`src/rtl/ca_pkg.sv`:
```
package ca_pkg;
  localparam int unsigned CA_WORD_W = 10;
  localparam int unsigned CA_MARK_W = 7;
  // comma prefix, bit 0 is the first bit on the line
  localparam logic [CA_MARK_W-1:0] CA_MARK = 7'b1111100;
  typedef enum logic {PH_RUN = 1'b0, PH_DROP = 1'b1} ca_phase_e;
endpackage

```
`src/rtl/ca_rst_sync.sv`:
```
module ca_rst_sync #(
  parameter int unsigned STAGES = 2
) (
  input  logic clk,
  input  logic rst_n,
  output logic rst_s
);
  logic [STAGES-1:0] pipe_q;
  logic [STAGES-1:0] pipe_d;

  always_comb begin
    pipe_d = {pipe_q[STAGES-2:0], 1'b1};
  end

  always_ff @(posedge clk or negedge rst_n) begin
    if (!rst_n) pipe_q <= '0;
    else        pipe_q <= pipe_d;
  end

  assign rst_s = pipe_q[STAGES-1];
endmodule

```
`src/rtl/ca_shift_window.sv`:
```
module ca_shift_window #(
  parameter int unsigned W = 10
) (
  input  logic         clk,
  input  logic         rst_s,
  input  logic         bit_en,
  input  logic         ser_bit,
  output logic [W-1:0] win_next
);
  // history of the W-1 most recent bits, newest at the top
  logic [W-2:0] hist_q;
  logic [W-2:0] hist_d;

  assign win_next = {ser_bit, hist_q};

  always_comb begin
    hist_d = hist_q;
    if (bit_en) hist_d = win_next[W-1:1];
  end

  always_ff @(posedge clk or negedge rst_s) begin
    if (!rst_s) hist_q <= '0;
    else        hist_q <= hist_d;
  end
endmodule

```
`src/rtl/ca_mark_match.sv`:
```
module ca_mark_match #(
  parameter int unsigned          MW   = 7,
  parameter logic [MW-1:0]        MARK = 7'b1111100
) (
  input  logic [MW-1:0] win_low,
  input  logic          align_en,
  output logic          hit
);
  logic [MW-1:0] eq;

  for (genvar i = 0; i < MW; i++) begin : g_cmp
    assign eq[i] = ~(win_low[i] ^ MARK[i]);
  end

  assign hit = align_en & (&eq);
endmodule

```
`src/rtl/ca_boundary.sv`:
```
module ca_boundary
  import ca_pkg::*;
#(
  parameter int unsigned W = 10
) (
  input  logic clk,
  input  logic rst_s,
  input  logic bit_en,
  input  logic hit,
  output logic emit,
  output logic realign,
  output logic on_edge,
  output logic mid
);
  localparam int unsigned          CNT_W = $clog2(W);
  localparam logic [CNT_W-1:0]     LAST  = CNT_W'(W - 1);
  localparam logic [CNT_W-1:0]     MIDC  = CNT_W'(W / 2 - 1);

  logic [CNT_W-1:0] cnt_q;
  logic [CNT_W-1:0] cnt_d;
  ca_phase_e        ph_q;
  ca_phase_e        ph_d;
  logic             at_last;

  assign at_last = (cnt_q == LAST);
  assign on_edge = bit_en & at_last;
  assign realign = bit_en & hit & ~at_last;
  assign emit    = on_edge & ((ph_q == PH_RUN) | hit);
  assign mid     = bit_en & (cnt_q == MIDC) & ~realign;

  always_comb begin
    cnt_d = cnt_q;
    ph_d  = ph_q;
    if (realign) begin
      cnt_d = '0;
      ph_d  = PH_DROP;
    end else if (on_edge) begin
      cnt_d = '0;
      ph_d  = PH_RUN;
    end else if (bit_en) begin
      cnt_d = cnt_q + 1'b1;
    end
  end

  always_ff @(posedge clk or negedge rst_s) begin
    if (!rst_s) begin
      cnt_q <= '0;
      ph_q  <= PH_RUN;
    end else begin
      cnt_q <= cnt_d;
      ph_q  <= ph_d;
    end
  end
endmodule

```
`src/rtl/ca_byteclk.sv`:
```
module ca_byteclk (
  input  logic clk,
  input  logic rst_s,
  input  logic half_rate,
  input  logic emit,
  input  logic mark,
  input  logic mid,
  output logic clk_a,
  output logic clk_b
);
  logic a_q, a_d;
  logic b_q, b_d;

  always_comb begin
    a_d = a_q;
    b_d = b_q;
    if (half_rate) begin
      if (emit) begin
        b_d = mark | ~b_q;
        a_d = ~b_d;
      end
    end else begin
      b_d = 1'b0;
      if (emit)     a_d = 1'b1;
      else if (mid) a_d = 1'b0;
    end
  end

  always_ff @(posedge clk or negedge rst_s) begin
    if (!rst_s) begin
      a_q <= 1'b0;
      b_q <= 1'b0;
    end else begin
      a_q <= a_d;
      b_q <= b_d;
    end
  end

  assign clk_a = a_q;
  assign clk_b = b_q;
endmodule

```
`src/rtl/comma_align_deser.sv`:
```
module comma_align_deser
  import ca_pkg::*;
#(
  parameter int unsigned          WORD_W = CA_WORD_W,
  parameter int unsigned          MARK_W = CA_MARK_W,
  parameter logic [MARK_W-1:0]    MARK   = CA_MARK
) (
  input  logic              clk,
  input  logic              rst_n,
  input  logic              bit_en,
  input  logic              ser_bit,
  input  logic              align_en,
  input  logic              half_rate,
  output logic [WORD_W-1:0] word_out,
  output logic              word_sync,
  output logic              bclk_a,
  output logic              bclk_b
);
  logic              rst_s;
  logic [WORD_W-1:0] win_w;
  logic              hit_w;
  logic              emit_w;
  logic              realign_w;
  logic              edge_w;
  logic              mid_w;

  logic [WORD_W-1:0] word_q, word_d;
  logic              sync_q, sync_d;

  ca_rst_sync #(.STAGES(2)) u_rst (
    .clk   (clk),
    .rst_n (rst_n),
    .rst_s (rst_s)
  );

  ca_shift_window #(.W(WORD_W)) u_win (
    .clk      (clk),
    .rst_s    (rst_s),
    .bit_en   (bit_en),
    .ser_bit  (ser_bit),
    .win_next (win_w)
  );

  ca_mark_match #(.MW(MARK_W), .MARK(MARK)) u_match (
    .win_low  (win_w[MARK_W-1:0]),
    .align_en (align_en),
    .hit      (hit_w)
  );

  ca_boundary #(.W(WORD_W)) u_bnd (
    .clk     (clk),
    .rst_s   (rst_s),
    .bit_en  (bit_en),
    .hit     (hit_w),
    .emit    (emit_w),
    .realign (realign_w),
    .on_edge (edge_w),
    .mid     (mid_w)
  );

  ca_byteclk u_bclk (
    .clk       (clk),
    .rst_s     (rst_s),
    .half_rate (half_rate),
    .emit      (emit_w),
    .mark      (hit_w),
    .mid       (mid_w),
    .clk_a     (bclk_a),
    .clk_b     (bclk_b)
  );

  always_comb begin
    word_d = word_q;
    sync_d = sync_q;
    if (emit_w) begin
      word_d = win_w;
      sync_d = hit_w;
    end
  end

  always_ff @(posedge clk or negedge rst_s) begin
    if (!rst_s) begin
      word_q <= '0;
      sync_q <= 1'b0;
    end else begin
      word_q <= word_d;
      sync_q <= sync_d;
    end
  end

  assign word_out  = word_q;
  assign word_sync = sync_q;
endmodule

```
`config.mk`:
```
export PLATFORM = sky130hd
export DESIGN_NAME = comma_align_deser
export DESIGN_NICKNAME = d
export VERILOG_FILES = /design/src/rtl/ca_pkg.sv /design/src/rtl/ca_rst_sync.sv /design/src/rtl/ca_shift_window.sv /design/src/rtl/ca_mark_match.sv /design/src/rtl/ca_boundary.sv /design/src/rtl/ca_byteclk.sv /design/src/rtl/comma_align_deser.sv
export SDC_FILE = /design/constraint.sdc
export NUM_CORES = 1
export LEC_CHECK = 0
export BUFFER_PORTS_ARGS = -buffer_cell sky130_fd_sc_hd__buf_2
export CAP_MARGIN = 40
export CORE_MARGIN = 2
export CORE_UTILIZATION = 49
export DETAILED_ROUTE_END_ITERATION = 6
export PLACE_DENSITY = 0.73
export SLEW_MARGIN = 20
export SYNTH_ARGS = -nofsm -noshare
export SYNTH_HDL_FRONTEND = slang
export SYNTH_SLANG_ARGS = --single-unit
export TNS_END_PERCENT = 10
```
`constraint.sdc`:
```
create_clock -name clk -period 0.8 [get_ports clk]
set_input_delay 0.16 -clock clk [delete_from_list [all_inputs] [get_ports clk]]
set_output_delay 0.16 -clock clk [all_outputs]
set_load 0.01 [all_outputs]
```
==> summary.md <==
| Metric | Value |
|---|---|
| Outcome | finished with violations |
| Synth Area in XOR/XNOR | 0% |
| Post-DP Area | 1550 sq um |
| Hold Path Class | primary input to flip-flop |
| Startpoint class of the critical path | flip-flop |
| Comb pwr share | 41.1% |
| Number of cells produced by synthesis | 89 |
| Area growth from synthesis to final layout | 38.3% |
| Post-detailed-route count of antenna-violating nets | 0 |
| Vias/cell | 5.15 |
| Sequential-to-total area share from yosys stat | 58.0% |
| Portion of total power attributed to sequential cells | 42.7% |
| GR met1 Demand/Resource | 23.6% |
| Multiplexer area fraction after synthesis | 22.3% |
| Mapped Nets | 98 |
| Adder and majority cell fraction of the synthesized area | 3.00% |
| GR Layer Usage met3 | 9.29% |
| Max-slew violation count | 0 |
| Pre-antenna DRT Iters | 4 |
| Core Region | 2450 sq um |
| GR Overflow Total | 0 |
| Largest cells by area after synthesis | sky130_fd_sc_hd__dfrtp_1, sky130_fd_sc_hd__mux2_4, sky130_fd_sc_hd__mux2_2 |
| Number of antenna violations at the first check in global routing | 0 |
| Busiest grt layer | met2 |
| Violated checks | setup timing |
| Count of unique library cells instantiated by Yosys | 28 |
| Post-layout worst setup margin | -0.805 ns |
| Max Freq | 623 MHz |
| Complex-gate fraction of the synthesized area | 5.60% |
| First-iteration detailed-routing DRC count | 13 |
| Critical Path Source | u_bnd.cnt_q[1] |
| Critical Path RT | 1.01 ns |
| Routed wire per std cell | 15.1 um |
| Maximum capacitance violations | 0 |
| Critical path class | flip-flop to flip-flop |
| Number of warnings printed during yosys synthesis | 0 |
| Pint | 0.00376 W |
| Max Buffers Root-to-Sink | 2 |
| Io pins | 19 |
| Via count | 855 |
| Simple-gate area share of the yosys netlist | 8.00% |
| Arrival time of the worst setup path | 1.81 ns |
| Finished Cell Area | 1730 sq um |
| Period utilization | 201% |
| Total CTS buffers | 5 |
| RePlAce Congestion | 0.831 |
| CTS tree | yes |
| Crit path capture type | flip-flop |
| Total Routing Usage GR | 19.7% |
| Diode count | 0 |
| Cell at the root of the clock tree | sky130_fd_sc_hd__clkbuf_4 |
| Min Clock Period, post-route | 1.60 ns |
| Top cell type's share of synthesized area | 58.0% |
| Power per unit of standard cell area | 3100 nW/um^2 |
| Detailed Place HPWL | 1790 um |
| DR DRC count | 0 |
| Final hold violation count | 0 |
| Clock latency on the worst-skew pair | 0.33 ns |
| Clock power frac | 16.2% |
| Setup clock skew after layout | 0.00867 ns |
| Filler Cells Inserted | 160 |
| Seq cells post-synth | 29 |
| Setup violators final | 38 |
| First-pass GRT wire length | 3870 um |
| Sw Share | 29.9% |
| Number of buffers inserted by port buffering | 18 |
| GR met2 Demand/Resource | 30.1% |
| Chip width | 54.5 um |
| Reg clk slew, reported paths | 0.08 ns |
| Area of the mapped netlist | 1250 sq um |
| Footprint of the multi-input gates | 539 sq um |
| Largest driver fanout on the critical path | 3 |
| Height of the chip | 54.5 um |
| Worst reg2reg startpoint | u_bnd.cnt_q[1] |
| Clock net sink count | 29 |
| Syn avg cell area | 14.1 sq um |
| Cell Rows | 18 |
| RSZ-0062 raised after global routing | yes |
| Full die area | 2970 sq um |
| Sequential cell area | 726 sq um |
| Total net switching power | 0.00160 W |
| Vias in the first global route | 854 |
| PnR Total Power | 0.00537 W |
| Pin count of the biggest net entering global routing | 25 |
| Maximum level of the CTS H-tree | 2 |
| Total detailed-routing wirelength | 2500 um |
| Beginning of the worst hold path | ser_bit |
| Maximum VDD drop | 2.02 mV |
| Top cell type by total area after synthesis | sky130_fd_sc_hd__dfrtp_1 |
| Starting utilization of the core area | 51.0% |
| Share of post-route cells with drive strength above 1 | 57.4% |
| Static Leak | 0.884 nW |
| Fin nets | 145 |
| Combinational family with the most area after synthesis | multiplexers |
-- worst paths after layout --
kind | cells past startpoint | endpoint | slack (ns)
worst max-delay path | 7 | word_out[4] | -0.80
worst min-delay path | 2 | word_out[9] | 0.07
worst max register to register | 7 | word_out[4] | -0.80
worst min register to register | 0 | word_out[4] | 0.09
max in group asynchronous | 1 | u_bnd.cnt_q[0] | 0.33
min in group asynchronous | 0 | word_out[4] | 0.09
-- metrics by stage --
stage / worst slack (ns) / instances / utilization (%) / setup TNS [ns] / hold slack (ns)
6_report: -0.805 / 166 / 70.5 / -15.25 / 0.0723
5_1_grt: -0.864 / 166 / 70.5 / -17.10 / 0.0526
4_1_cts: -0.809 / 163 / 67.2 / -15.48 / 0.0552
3_5_place_dp: -0.812 / 154 / 63.0 / -13.46 / -0.0539
3_3_place_gp: -0.756 / 154 / 63.0 / -12.58 / -0.0563
2_1_floorplan: -0.761 / 89 / - / -13.26 / -0.136
-- area by class of cell --
class,count,share of cell area (%)
flip-flops and latches,29,41.9
clock buffers,7,3.18
repair buffers,43,20.7
multi-input cells,53,31.2
well taps,30,2.17
inverters,4,0.868
-- critical path: stages, from the launching register on --
cell	delay (ns)
sky130_fd_sc_hd__dfrtp_1	0.40
sky130_fd_sc_hd__inv_2	0.08
sky130_fd_sc_hd__ha_4	0.12
sky130_fd_sc_hd__and3b_2	0.19
sky130_fd_sc_hd__nand2_2	0.06
sky130_fd_sc_hd__a21o_4	0.21
sky130_fd_sc_hd__buf_4	0.15
sky130_fd_sc_hd__mux2_4	0.29
-- routing by layer --
layer	part of all wire (%)	wire length [um]
met1	42	1060
met2	50	1250
met3	5.7	143
met4	1.7	42
met5	0	0
-- Yosys cell counts (all sizes together) --
library cell	number
o2bb2ai	1
nand2b	1
inv	4
nor2	1
nand3	2
a31oi	1
and4	1
a21oi	2
mux2	20
mux2i	2
nand2	2
ha	3
o21ai	6
and4bb	1
and2	2
or4	1
and3b	1
a21boi	1
dfrtp	29
conb	1
nand3b	1
nand4	2
a21o	1
buf	3
-- layout by cell type, fill, tap and decap left out, drive strengths merged, types with 2 or more instances in the layout --
cell type  instances
buf               41
dfrtp             29
mux2              20
clkbuf             8
o21ai              6
inv                4
ha                 3
nand2              2
a21oi              2
nand4              2
mux2i              2
and2               2
nand3              2
-- flip-flops by register name, summed over array words and instances, names as in the netlist --
signal	cells
word_out	10
u_win.hist_q	9
u_bnd.cnt_q	4
u_bclk.clk_a	1
u_rst.pipe_q	2
u_bclk.clk_b	1
u_bnd.ph_q	1
word_sync	1
-- cell families (layout without fill, tap and decap cells) --
family / Yosys count / after routing
mux: 22 / 22
buf+inv: 7 / 54
compound gates: 12 / 12
other cells: 1 / 1
simple gates: 15 / 15
fa+ha+maj: 3 / 3
flops: 29 / 29
-- repair_timing --
item	CTS	global route
buffers inserted	1	2
gates cloned	0	1
endpoints found under the setup margin	38	38
pin swaps	3	4
hold buffers	1	0
endpoints found under the hold margin	2	0
gates resized for setup	12	10
-- power groups by stage --
| stage | logic [W] | clock network [W] | registers [W] |
|---|---|---|---|
| after detailed placement | 0.00190 | 0 | 0.00228 |
| final | 0.00220 | 0.000869 | 0.00229 |
| after global placement | 0.00181 | 0 | 0.00226 |
| after global routing | 0.00240 | 0.000970 | 0.00236 |
| after floorplan | 0.000842 | 0 | 0.00244 |
| after CTS | 0.00200 | 0.000906 | 0.00228 |
No activity file was read; power rests on OpenSTA's default activity.
